$ cat src/rtl/flprot_pkg.sv
package flprot_pkg;

    typedef enum logic [2:0] {
        ST_IDLE,
        ST_UNLOCK,
        ST_PULSE,
        ST_VERIFY,
        ST_RSTCMD,
        ST_DONE
    } flp_state_e;

    function automatic int max4(input int a, input int b, input int c, input int e);
        int m;
        m = a;
        if (b > m) m = b;
        if (c > m) m = c;
        if (e > m) m = e;
        return m;
    endfunction

endpackage

$ cat src/rtl/flprot_timer.sv
module flprot_timer #(
    parameter int W = 8
) (
    input  logic         clk,
    input  logic         rst_n,
    input  logic         load,
    input  logic [W-1:0] len,
    output logic         last
);
    logic [W-1:0] cnt_d, cnt_q;

    always_comb begin
        cnt_d = cnt_q;
        if (load)
            cnt_d = len - W'(1);
        else if (cnt_q != '0)
            cnt_d = cnt_q - W'(1);
    end

    always_ff @(posedge clk or negedge rst_n) begin
        if (!rst_n) cnt_q <= '0;
        else        cnt_q <= cnt_d;
    end

    assign last = (cnt_q == '0);


    timer_load_chk: assert property (@(posedge clk) disable iff (!rst_n)
        (load && len > W'(1)) |=> !last);

endmodule

$ cat src/rtl/flprot_pins.sv
module flprot_pins
    import flprot_pkg::*;
#(
    parameter logic [7:0] UNLOCK_CODE = 8'h60
) (
    input  flp_state_e st,
    input  logic       hv,
    input  logic       unp_ph,
    output logic       ce_n,
    output logic       oe_n,
    output logic       we_n,
    output logic       oe_hv,
    output logic       a9_hv,
    output logic       a6,
    output logic [7:0] dq_out,
    output logic       dq_oe
);
    localparam logic [7:0] CMD_READ = 8'hF0;

    always_comb begin
        ce_n   = 1'b1;
        oe_n   = 1'b1;
        we_n   = 1'b1;
        oe_hv  = 1'b0;
        a9_hv  = 1'b0;
        a6     = 1'b0;
        dq_out = 8'h00;
        dq_oe  = 1'b0;
        case (st)
            ST_UNLOCK: begin
                ce_n   = 1'b0;
                we_n   = 1'b0;
                dq_oe  = 1'b1;
                dq_out = UNLOCK_CODE;
            end
            ST_PULSE: begin
                ce_n  = 1'b0;
                we_n  = 1'b0;
                oe_hv = hv;
                a9_hv = hv;
                a6    = unp_ph;
            end
            ST_VERIFY: begin
                ce_n  = 1'b0;
                oe_n  = 1'b0;
                a9_hv = hv;
            end
            ST_RSTCMD: begin
                ce_n   = 1'b0;
                we_n   = 1'b0;
                dq_oe  = 1'b1;
                dq_out = CMD_READ;
            end
            default: ;
        endcase
    end

endmodule

$ cat src/rtl/flprot_ctrl.sv
module flprot_ctrl
    import flprot_pkg::*;
#(
    parameter int         N_SECT      = 8,
    parameter int         PULSE_P     = 1000,
    parameter int         PULSE_U     = 1200000,
    parameter int         WR_CYC      = 4,
    parameter int         RD_CYC      = 4,
    parameter int         MAX_PULSE   = 32,
    parameter logic [7:0] UNLOCK_CODE = 8'h60,
    localparam int        SEC_W       = $clog2(N_SECT)
) (
    input  logic             clk,
    input  logic             rst_n,
    input  logic             start,
    input  logic             unprot_op,
    input  logic [SEC_W-1:0] sector_sel,
    input  logic             use_hv,
    output logic             busy,
    output logic             done,
    output logic             pass,
    output logic [SEC_W-1:0] sector_idx,
    output logic             fl_ce_n,
    output logic             fl_oe_n,
    output logic             fl_we_n,
    output logic             fl_oe_hv,
    output logic             fl_a9_hv,
    output logic             fl_a6,
    output logic [SEC_W-1:0] fl_sect,
    output logic [7:0]       fl_dq_out,
    output logic             fl_dq_oe,
    input  logic [7:0]       fl_dq_in
);
    localparam int TW    = $clog2(max4(PULSE_P, PULSE_U, WR_CYC, RD_CYC) + 1);
    localparam int CNT_W = $clog2(MAX_PULSE + 1);

    localparam logic [TW-1:0]    LEN_P    = TW'(PULSE_P);
    localparam logic [TW-1:0]    LEN_U    = TW'(PULSE_U);
    localparam logic [TW-1:0]    LEN_W    = TW'(WR_CYC);
    localparam logic [TW-1:0]    LEN_R    = TW'(RD_CYC);
    localparam logic [CNT_W-1:0] CNT_LAST = CNT_W'(MAX_PULSE - 1);
    localparam logic [SEC_W-1:0] SEC_LAST = SEC_W'(N_SECT - 1);
    localparam logic [7:0]       CODE_LOCKED = 8'h01;
    localparam logic [7:0]       CODE_OPEN   = 8'h00;

    typedef struct packed {
        flp_state_e       st;
        logic             unp_op;
        logic             hv;
        logic             unp_ph;
        logic [SEC_W-1:0] sec;
        logic [CNT_W-1:0] cnt;
        logic             pass;
    } ctl_t;

    localparam ctl_t CTL_RST = '{st: ST_IDLE, unp_op: 1'b0, hv: 1'b0, unp_ph: 1'b0,
                                 sec: '0, cnt: '0, pass: 1'b0};

    ctl_t          ctl_d, ctl_q;
    logic          tmr_load, tmr_last;
    logic [TW-1:0] tmr_len;
    logic [7:0]    exp_code;
    logic          code_ok, sec_last;

    flprot_timer #(.W(TW)) u_timer (
        .clk  (clk),
        .rst_n(rst_n),
        .load (tmr_load),
        .len  (tmr_len),
        .last (tmr_last)
    );

    always_comb begin
        ctl_d    = ctl_q;
        tmr_load = 1'b0;
        tmr_len  = LEN_W;
        exp_code = ctl_q.unp_ph ? CODE_OPEN : CODE_LOCKED;
        code_ok  = (fl_dq_in == exp_code);
        sec_last = (ctl_q.sec == SEC_LAST);
        case (ctl_q.st)
            ST_IDLE: if (start) begin
                ctl_d.unp_op = unprot_op;
                ctl_d.hv     = use_hv;
                ctl_d.unp_ph = 1'b0;
                ctl_d.sec    = unprot_op ? '0 : sector_sel;
                ctl_d.cnt    = CNT_W'(1);
                ctl_d.pass   = 1'b0;
                tmr_load     = 1'b1;
                if (use_hv) begin
                    ctl_d.st = ST_PULSE;
                    tmr_len  = LEN_P;
                end else begin
                    ctl_d.st = ST_UNLOCK;
                    tmr_len  = LEN_W;
                end
            end
            ST_UNLOCK: if (tmr_last) begin
                ctl_d.st = ST_PULSE;
                tmr_load = 1'b1;
                tmr_len  = LEN_P;
            end
            ST_PULSE: if (tmr_last) begin
                ctl_d.st = ST_VERIFY;
                tmr_load = 1'b1;
                tmr_len  = LEN_R;
            end
            ST_VERIFY: if (tmr_last) begin
                tmr_load = 1'b1;
                if (code_ok) begin
                    if (ctl_q.unp_ph && !sec_last) begin
                        ctl_d.sec = ctl_q.sec + SEC_W'(1);
                        tmr_len   = LEN_R;
                    end else if (!ctl_q.unp_ph && ctl_q.unp_op && !sec_last) begin
                        ctl_d.st  = ST_PULSE;
                        ctl_d.sec = ctl_q.sec + SEC_W'(1);
                        ctl_d.cnt = CNT_W'(1);
                        tmr_len   = LEN_P;
                    end else if (!ctl_q.unp_ph && ctl_q.unp_op) begin
                        ctl_d.st     = ST_PULSE;
                        ctl_d.unp_ph = 1'b1;
                        ctl_d.sec    = '0;
                        ctl_d.cnt    = CNT_W'(1);
                        tmr_len      = LEN_U;
                    end else begin
                        ctl_d.st   = ST_RSTCMD;
                        ctl_d.pass = 1'b1;
                        tmr_len    = LEN_W;
                    end
                end else if (ctl_q.cnt == CNT_LAST) begin
                    ctl_d.st   = ST_RSTCMD;
                    ctl_d.pass = 1'b0;
                    tmr_len    = LEN_W;
                end else begin
                    ctl_d.st  = ST_PULSE;
                    ctl_d.cnt = ctl_q.cnt + CNT_W'(1);
                    tmr_len   = ctl_q.unp_ph ? LEN_U : LEN_P;
                end
            end
            ST_RSTCMD: if (tmr_last) ctl_d.st = ST_DONE;
            ST_DONE:   ctl_d.st = ST_IDLE;
            default:   ctl_d = CTL_RST;
        endcase
    end

    always_ff @(posedge clk or negedge rst_n) begin
        if (!rst_n) ctl_q <= CTL_RST;
        else        ctl_q <= ctl_d;
    end

    flprot_pins #(.UNLOCK_CODE(UNLOCK_CODE)) u_pins (
        .st    (ctl_q.st),
        .hv    (ctl_q.hv),
        .unp_ph(ctl_q.unp_ph),
        .ce_n  (fl_ce_n),
        .oe_n  (fl_oe_n),
        .we_n  (fl_we_n),
        .oe_hv (fl_oe_hv),
        .a9_hv (fl_a9_hv),
        .a6    (fl_a6),
        .dq_out(fl_dq_out),
        .dq_oe (fl_dq_oe)
    );

    assign busy       = (ctl_q.st != ST_IDLE);
    assign done       = (ctl_q.st == ST_DONE);
    assign pass       = ctl_q.pass;
    assign sector_idx = ctl_q.sec;
    assign fl_sect    = ctl_q.sec;


    pulse_pins_chk: assert property (@(posedge clk) disable iff (!rst_n)
        (!fl_we_n && !fl_dq_oe) |-> (!fl_ce_n && fl_oe_n && fl_oe_hv == ctl_q.hv
                                     && fl_a9_hv == ctl_q.hv));

    verify_pins_chk: assert property (@(posedge clk) disable iff (!rst_n)
        !fl_oe_n |-> (fl_we_n && !fl_ce_n && !fl_a6 && !fl_oe_hv));

    pulse_cnt_chk: assert property (@(posedge clk) disable iff (!rst_n)
        busy |-> (ctl_q.cnt != '0 && int'(ctl_q.cnt) < MAX_PULSE));

    unlock_a6_chk: assert property (@(posedge clk) disable iff (!rst_n)
        fl_a6 |-> (ctl_q.unp_op && !fl_we_n));

    no_hv_chk: assert property (@(posedge clk) disable iff (!rst_n)
        (busy && !ctl_q.hv) |-> (!fl_a9_hv && !fl_oe_hv));

    done_once_chk: assert property (@(posedge clk) disable iff (!rst_n)
        done |=> (!done && !busy));

    hold_sel_chk: assert property (@(posedge clk) disable iff (!rst_n)
        (busy && $past(busy)) |-> ($stable(ctl_q.unp_op) && $stable(ctl_q.hv)));

endmodule

$ cat config.mk
export PLATFORM = sky130hd
export DESIGN_NAME = flprot_ctrl
export DESIGN_NICKNAME = d
export VERILOG_FILES = /design/src/rtl/flprot_pkg.sv /design/src/rtl/flprot_timer.sv /design/src/rtl/flprot_pins.sv /design/src/rtl/flprot_ctrl.sv
export SDC_FILE = /design/constraint.sdc
export NUM_CORES = 1
export LEC_CHECK = 0
export BUFFER_PORTS_ARGS = -buffer_cell sky130_fd_sc_hd__buf_2
export CORE_MARGIN = 2
export CORE_UTILIZATION = 44
export CTS_CLUSTER_DIAMETER = 50
export DETAILED_ROUTE_END_ITERATION = 8
export PLACE_DENSITY = 0.75
export SLEW_MARGIN = 0
export SYNTH_ARGS = -nofsm -noshare
export SYNTH_HDL_FRONTEND = slang
export SYNTH_SLANG_ARGS = --single-unit
$ cat constraint.sdc
create_clock -name clk -period 4 [get_ports clk]
set_clock_uncertainty 0.05 [all_clocks]
set_input_delay 0.8 -clock clk [delete_from_list [all_inputs] [get_ports clk]]
set_output_delay 0.8 -clock clk [all_outputs]
set_load 0.005 [all_outputs]
Yosys cells after proc, flatten, opt, wreduce, memory -nomap -nowiden --
Index checks and enable logic that the tools add are counted.
Storage, ports and cells: register bits 37, input bits 16, output and inout bits 24, word-level logic and storage cells 114
Cells by class: add/subtract/negate cells 4, eq/ne operators 24, muxes and demuxes 53, bitwise logic cells 2, reduce and logical (&&, ||, !) cells 23
Operators by type and width (count):
- $mux 21 | 10
- $pmux 21 s3 | 1
- $sub 21x1->21 const B | 2
- $mux 3 | 11
- $pmux 11 s3 | 1
- $mux 10 | 3
- $logic_not 21->1 | 1
- $reduce_bool 21->1 | 1
- $ne 2x2->1 const B | 9
- $mux 16 | 1
- $pmux 8 s2 | 1
- $mux 1 | 15
- $ne 3x3->1 const B | 5
- $pmux 3 s5 | 1
- $mux 7 | 2
- $reduce_and 7->1 | 2
- $reduce_and 6->1 | 2
- $mux 11 | 1
- $eq 3x3->1 const B | 3
- $mux 9 | 1
- $eq 8x1->1 | 1
- $ne 4x4->1 const B | 2
- $reduce_or 4->1 | 2
- $add 6x1->6 const B | 1
- 20 further kinds | 27

Logic depth before layout (Yosys ltp) --
depth in word-level cells 10, depth in mapped cells 13, depth with buffers taken out 10

Hierarchy --
Synthesis repeated with hierarchy kept, for this count alone.
Unflattened totals: cell total of the unflattened synthesis 334, area, all modules 3024.2 um^2
By module, submodules not included:
- flprot_timer | times used 1, cells an instance 172, area an instance 1609.0 um^2, sequential area each 525.5 um^2
- flprot_ctrl | times used 1, cells an instance 140, area an instance 1256.2 um^2, sequential area each 400.4 um^2
- flprot_pins | times used 1, cells an instance 22, area an instance 158.9 um^2, sequential area each 0.0 um^2

Least setup slack after synthesis --
No wires, ideal clock.
path type input -> register, from input port start, to register u_timer.cnt_q[16], setup time 66 ps, arrival time 3041 ps, required time 3884 ps, setup slack 843 ps, stages 11, path buffers 2, path through nor4b_4 > a31oi_1 > clkbuf_1 > buf_6 > nand2_1 > ha_1 > o211ai_1 > a311o_1 > a211o_1 > or4_1 > nand2_1
Between the ends: cells in the longest elaborated chain, start to end 4, elaborated cells on any way between the ends 7, those cells by class add/sub (1); mux (5); reduce/logical (1)
Ends and longest elaborated chain:
- start, declared | line flprot_ctrl.sv:15 | input logic start,
- $mux 21 | line flprot_ctrl.sv:81 | ST_IDLE: if (start) begin
- $pmux 21 s3 | line flprot_ctrl.sv:80 | case (ctl_q.st)
- $sub 21x1->21 | line flprot_timer.sv:15 | cnt_d = len - W'(1);
- $mux 21 | line flprot_timer.sv:14 | if (load)
- end signal, assigned | line flprot_timer.sv:22 | else cnt_q <= cnt_d;
- end, declared | line flprot_timer.sv:10 | logic [W-1:0] cnt_d, cnt_q;
Parallel ways exist; a longest one is shown, timed or not. A chain may end at the register's enable or synchronous reset.

Worst setup path after layout --
from register u_timer.cnt_q[13], to register u_timer.cnt_q[18]
Between the ends: cells in the longest elaborated chain, start to end 5, elaborated cells on any way between the ends 12, those cells by class add/sub (2); mux (7); reduce/logical (3)
Ends and longest elaborated chain:
- $logic_not 21->1 | line flprot_timer.sv:25 | assign last = (cnt_q == '0);
- $mux 21 or $mux 10 (tied branches) | line flprot_ctrl.sv:107, flprot_ctrl.sv:97
- $pmux 21 s3 | line flprot_ctrl.sv:80
- $sub 21x1->21 | line flprot_timer.sv:15
- $mux 21 | line flprot_timer.sv:14
Parallel ways exist; a longest one is shown, timed or not. The select of a mux whose other input is x is not followed.

==> results by group <==
Route
  • Via count: 2666
  • Number of DRC violations after detailed-routing iteration 0: 302
  • Detailed-route wire length per cell: 16.1 um
  • Detail-routed via count per cell: 6.26
  • 1st-pass router iterations: 5
  • Residual antenna-violating net count after detailed routing: 0
  • Residual DRC count: 0
  • Routed WL: 6860 um

Pwr
  • Share of power burned in the clock network: 15.6%
  • Fraction of power consumed by combinational cells: 47.3%
  • Sw frac: 45.1%
  • Max IR drop VDD: 277 uV
  • Post-layout total power: 1.71 mW
  • Internal power of the cells: 936 uW
  • Power per cell area: 568 mW/mm^2
  • Leak: 1.33 nW
  • Net switching power figure: 770 uW
  • Fraction of power consumed by sequential logic: 37.1%

Logic synthesis
  • Compound-gate portion of the synthesized area: 24.4%
  • Share of synthesized registers carrying an async set or reset: 100%
  • Count of synthesis-stage warnings from yosys: 0
  • Sequential area share after synthesis: 33.1%
  • Synth Area in Simple Gates: 28.9%
  • Largest family of logic cells by synthesized area: simple AND/OR/NAND/NOR gates
  • Multiplexer area fraction after synthesis: 2.60%
  • Post-synthesis adder-cell area fraction: 1.79%
  • Post-Synthesis Cells: 329
  • Number of storage elements in the synthesis netlist: 37
  • Post-synthesis average cell area: 8.50 sq um
  • Most common flop cell mapped by yosys: dfrtp_1
  • Area share of xor/xnor cells in the synthesized design: 1.57%
  • Summed instance area of the synthesized netlist: 0.00280 sq mm
  • Post-synth EDFFs: 0
  • Distinct cell type count after synthesis: 62

Critical path
  • Crit path required time: 4.18 ns
  • Arrival time worst endpoint: 3.43 ns
  • Worst path max stage delay: 0.45 ns
  • Crit-path leading delay family: simple AND/OR/NAND/NOR gates
  • Worst path bufs/invs: 0
  • Crit end category: flop
  • Worst Path Max Fanout: 8
  • Cells along the critical path: nor4_2 -> and2_1 -> a31oi_1 -> nand2_1 -> ha_1 -> o211ai_1 -> a311o_1 -> a211o_1 -> or4_1 -> nand2_1
  • Launching element type of the critical path: flop
  • Slowest CP cell: dfrtp_1
  • Critical path class: reg2reg
  • Library cell appearing most often on the critical path: nand2_1

Placement
  • Instance area after placement: 0.00292 sq mm
  • Final estimated routing congestion in global placement: 0.884
  • Placed Cells incl. Taps: 419
  • Post-detail-place hpwl: 5090 um
  • Number of port buffers: 35

Clocking
  • CTS Hold Buffers Added: 0
  • Buffers inserted by post-CTS timing repair: 0
  • Number of cells upsized or downsized after cts: 0
  • Clock buffer count from CTS: 5
  • CTS clock-pin slew for the worst setup and hold paths: 0.07 ns
  • Clock buffer depth: 2
  • TritonCTS clock tree: yes
  • Insertion delay to the later sink of the worst-skew pair: 0.29 ns
  • Total clock sinks: 37
  • CTS Root Cell: clkbuf_8
  • Level count of the clock H-tree: 2

Run status
  • Outcome: completed

Global routing
  • Number of antenna violations at the first check in global routing: 0
  • Overflow left after global routing: 0
  • Global-route total usage across every layer: 20.7%
  • Wire length of the first global-routing pass: 12000 um
  • Pin count of the biggest net entering global routing: 38
  • Via count of the first global-routing pass: 2514

Floorplan
  • Initial Utilization: 44.8%
  • Die X: 83.7 um
  • Total Die Area: 0.00701 sq mm
  • Top Ports: 40
  • Row count: 29
  • Floorplan core area: 0.00624 sq mm
  • Vertical die dimension: 83.7 um

Timing
  • Fin crit period: 3.24 ns
  • Final slew viol count: 0
  • Share of the clock period used by the worst path: 81.0%
  • Max Fclk: 0.308 GHz
  • Final number of hold-violating endpoints: 0
  • Relative slew margins: 43.7%
  • TNS Setup: 0 ns
  • Transition at the pin with the smallest max-transition slack: 0.844 ns
  • Setup repair after global routing missed its margin: no
  • Endpoints failing setup: 0

Min path
  • Type of the worst min-delay path: reg2reg

Cells and area
  • Final Core Density: 48.2%
  • Number of non-filler instances in the completed layout: 426
  • Area growth, synth to finish: 7.52%
  • Filler Cell Count: 624
  • Diode count: 0
  • Net count of the finished layout: 369
  • Share of layout cells above drive strength 1: 18.3%
  • Cell area after layout: 0.00301 sq mm

Run
  • MaxCap Viol Count: 0
-- sequential cells by signal, indices dropped and copies added (netlist names) --
| signal | count |
|---|---|
| pass | 1 |
| fl_sect | 3 |
| ctl_q | 12 |
| u_timer.cnt_q | 21 |
-- kinds of logic (layout without fill, tap and decap cells) --
family / Yosys count / in the layout
AND/OR/NAND/NOR: 144 / 144
AO/OA/AOI/OAI: 96 / 96
flip-flops: 37 / 37
buffers and inverters: 35 / 52
multiplexers: 7 / 7
XOR/XNOR: 5 / 5
adder cells (fa/ha/maj): 4 / 4
other: 1 / 4
-- tightest hold or removal path, delay by kind of cell (launching register included) --
family | cells | cell delay [ns]
AOI/OAI and AO/OA | 1 | 0.06
and+or+nand+nor | 1 | 0.05
DFF | 1 | 0.39
-- synth_stat cells, types with 5 or more instances --
| master | number | share of area (%) |
|---|---|---|
| dfrtp_1 | 37 | 33 |
| nand2_1 | 32 | 4.3 |
| nor2_1 | 22 | 3.0 |
| a21oi_1 | 18 | 3.2 |
| o21ai_0 | 18 | 3.2 |
| buf_4 | 14 | 3.8 |
| nor3_1 | 14 | 2.5 |
| nand4_1 | 13 | 2.9 |
| nand3_1 | 11 | 2.0 |
| clkbuf_1 | 10 | 1.3 |
| o31ai_1 | 9 | 2.4 |
| nor4_1 | 8 | 1.8 |
| inv_1 | 7 | 0.94 |
| o211ai_1 | 7 | 1.9 |
| or4_1 | 6 | 1.6 |
| a211oi_1 | 5 | 1.3 |
| and2_1 | 5 | 1.1 |
| and3_1 | 5 | 1.1 |
| mux2i_1 | 5 | 1.8 |
| or3_1 | 5 | 1.1 |
-- final timing paths --
check | end | startpoint | cells after the start | slack [ns]
setup / recovery | u_timer.cnt_q[18] | u_timer.cnt_q[13] | 10 | 0.76
hold / removal | ctl_q[11] | ctl_q[11] | 2 | 0.49
max in group asynchronous | ctl_q[14] | rst_n | 1 | 2.82
min in group asynchronous | u_timer.cnt_q[10] | rst_n | 1 | 0.56
hold reg to reg | ctl_q[11] | ctl_q[11] | 2 | 0.49
setup reg to reg | u_timer.cnt_q[18] | u_timer.cnt_q[13] | 10 | 0.76
-- layout by cell type, fill, tap and decap left out, types with 3 or more instances in the layout --
master and n:
a22oi_1 3, and2_1 5, nor2_1 22, ha_1 4, conb_1 4, or4_1 6
a211oi_1 5, buf_4 3, o31ai_1 9, clkbuf_8 6, nor4_1 8, buf_2 35
mux2i_1 5, nor4bb_1 3, o41ai_1 4, o21a_1 3, nand2b_1 4, o21ai_0 18
a31o_2 3, and3_1 5, xor2_1 3, or3_1 5, o211ai_1 7, nand3_1 11
nor3_1 14, a22o_1 3, a31oi_1 4, a21oi_1 18, nand4_1 13, inv_1 7
dfrtp_1 37, nand2_1 32
-- power groups by stage --
| stage | clock (mW) | combinational, mW | sequential [mW] |
|---|---|---|---|
| after floorplan | 0 | 0.693 | 0.564 |
| after global placement | 0 | 0.789 | 0.633 |
| after detailed placement | 0 | 0.802 | 0.636 |
| after CTS | 0.275 | 0.806 | 0.630 |
| after global routing | 0.290 | 0.912 | 0.656 |
| final | 0.267 | 0.807 | 0.632 |
-- through the flow --
stage	hold WS, ns	worst slack, ns
after floorplan	0.419	0.843
after global placement	0.460	0.768
after detailed placement	0.470	0.657
after CTS	0.482	0.788
after global routing	0.505	0.466
final	0.487	0.758
-- area by class of cell --
cell class	count	area, sq um	area share [%]
Clock buffer	7	86.3	2.87
Timing Repair Buffer	38	198	6.58
Inverter	7	26.3	0.874
Sequential cell	37	926	30.8
Multi-Input combinational cell	260	1670	55.7
Tap cell	77	96.3	3.21
-- per-layer routing --
layer / track usage, % / wire (um)
met1: 29.5 / 3230
met2: 31.9 / 3060
met4: 7.18 / 157
met5: 0 / 0
met3: 3.17 / 416
No activity file was read; power rests on OpenSTA's default activity.
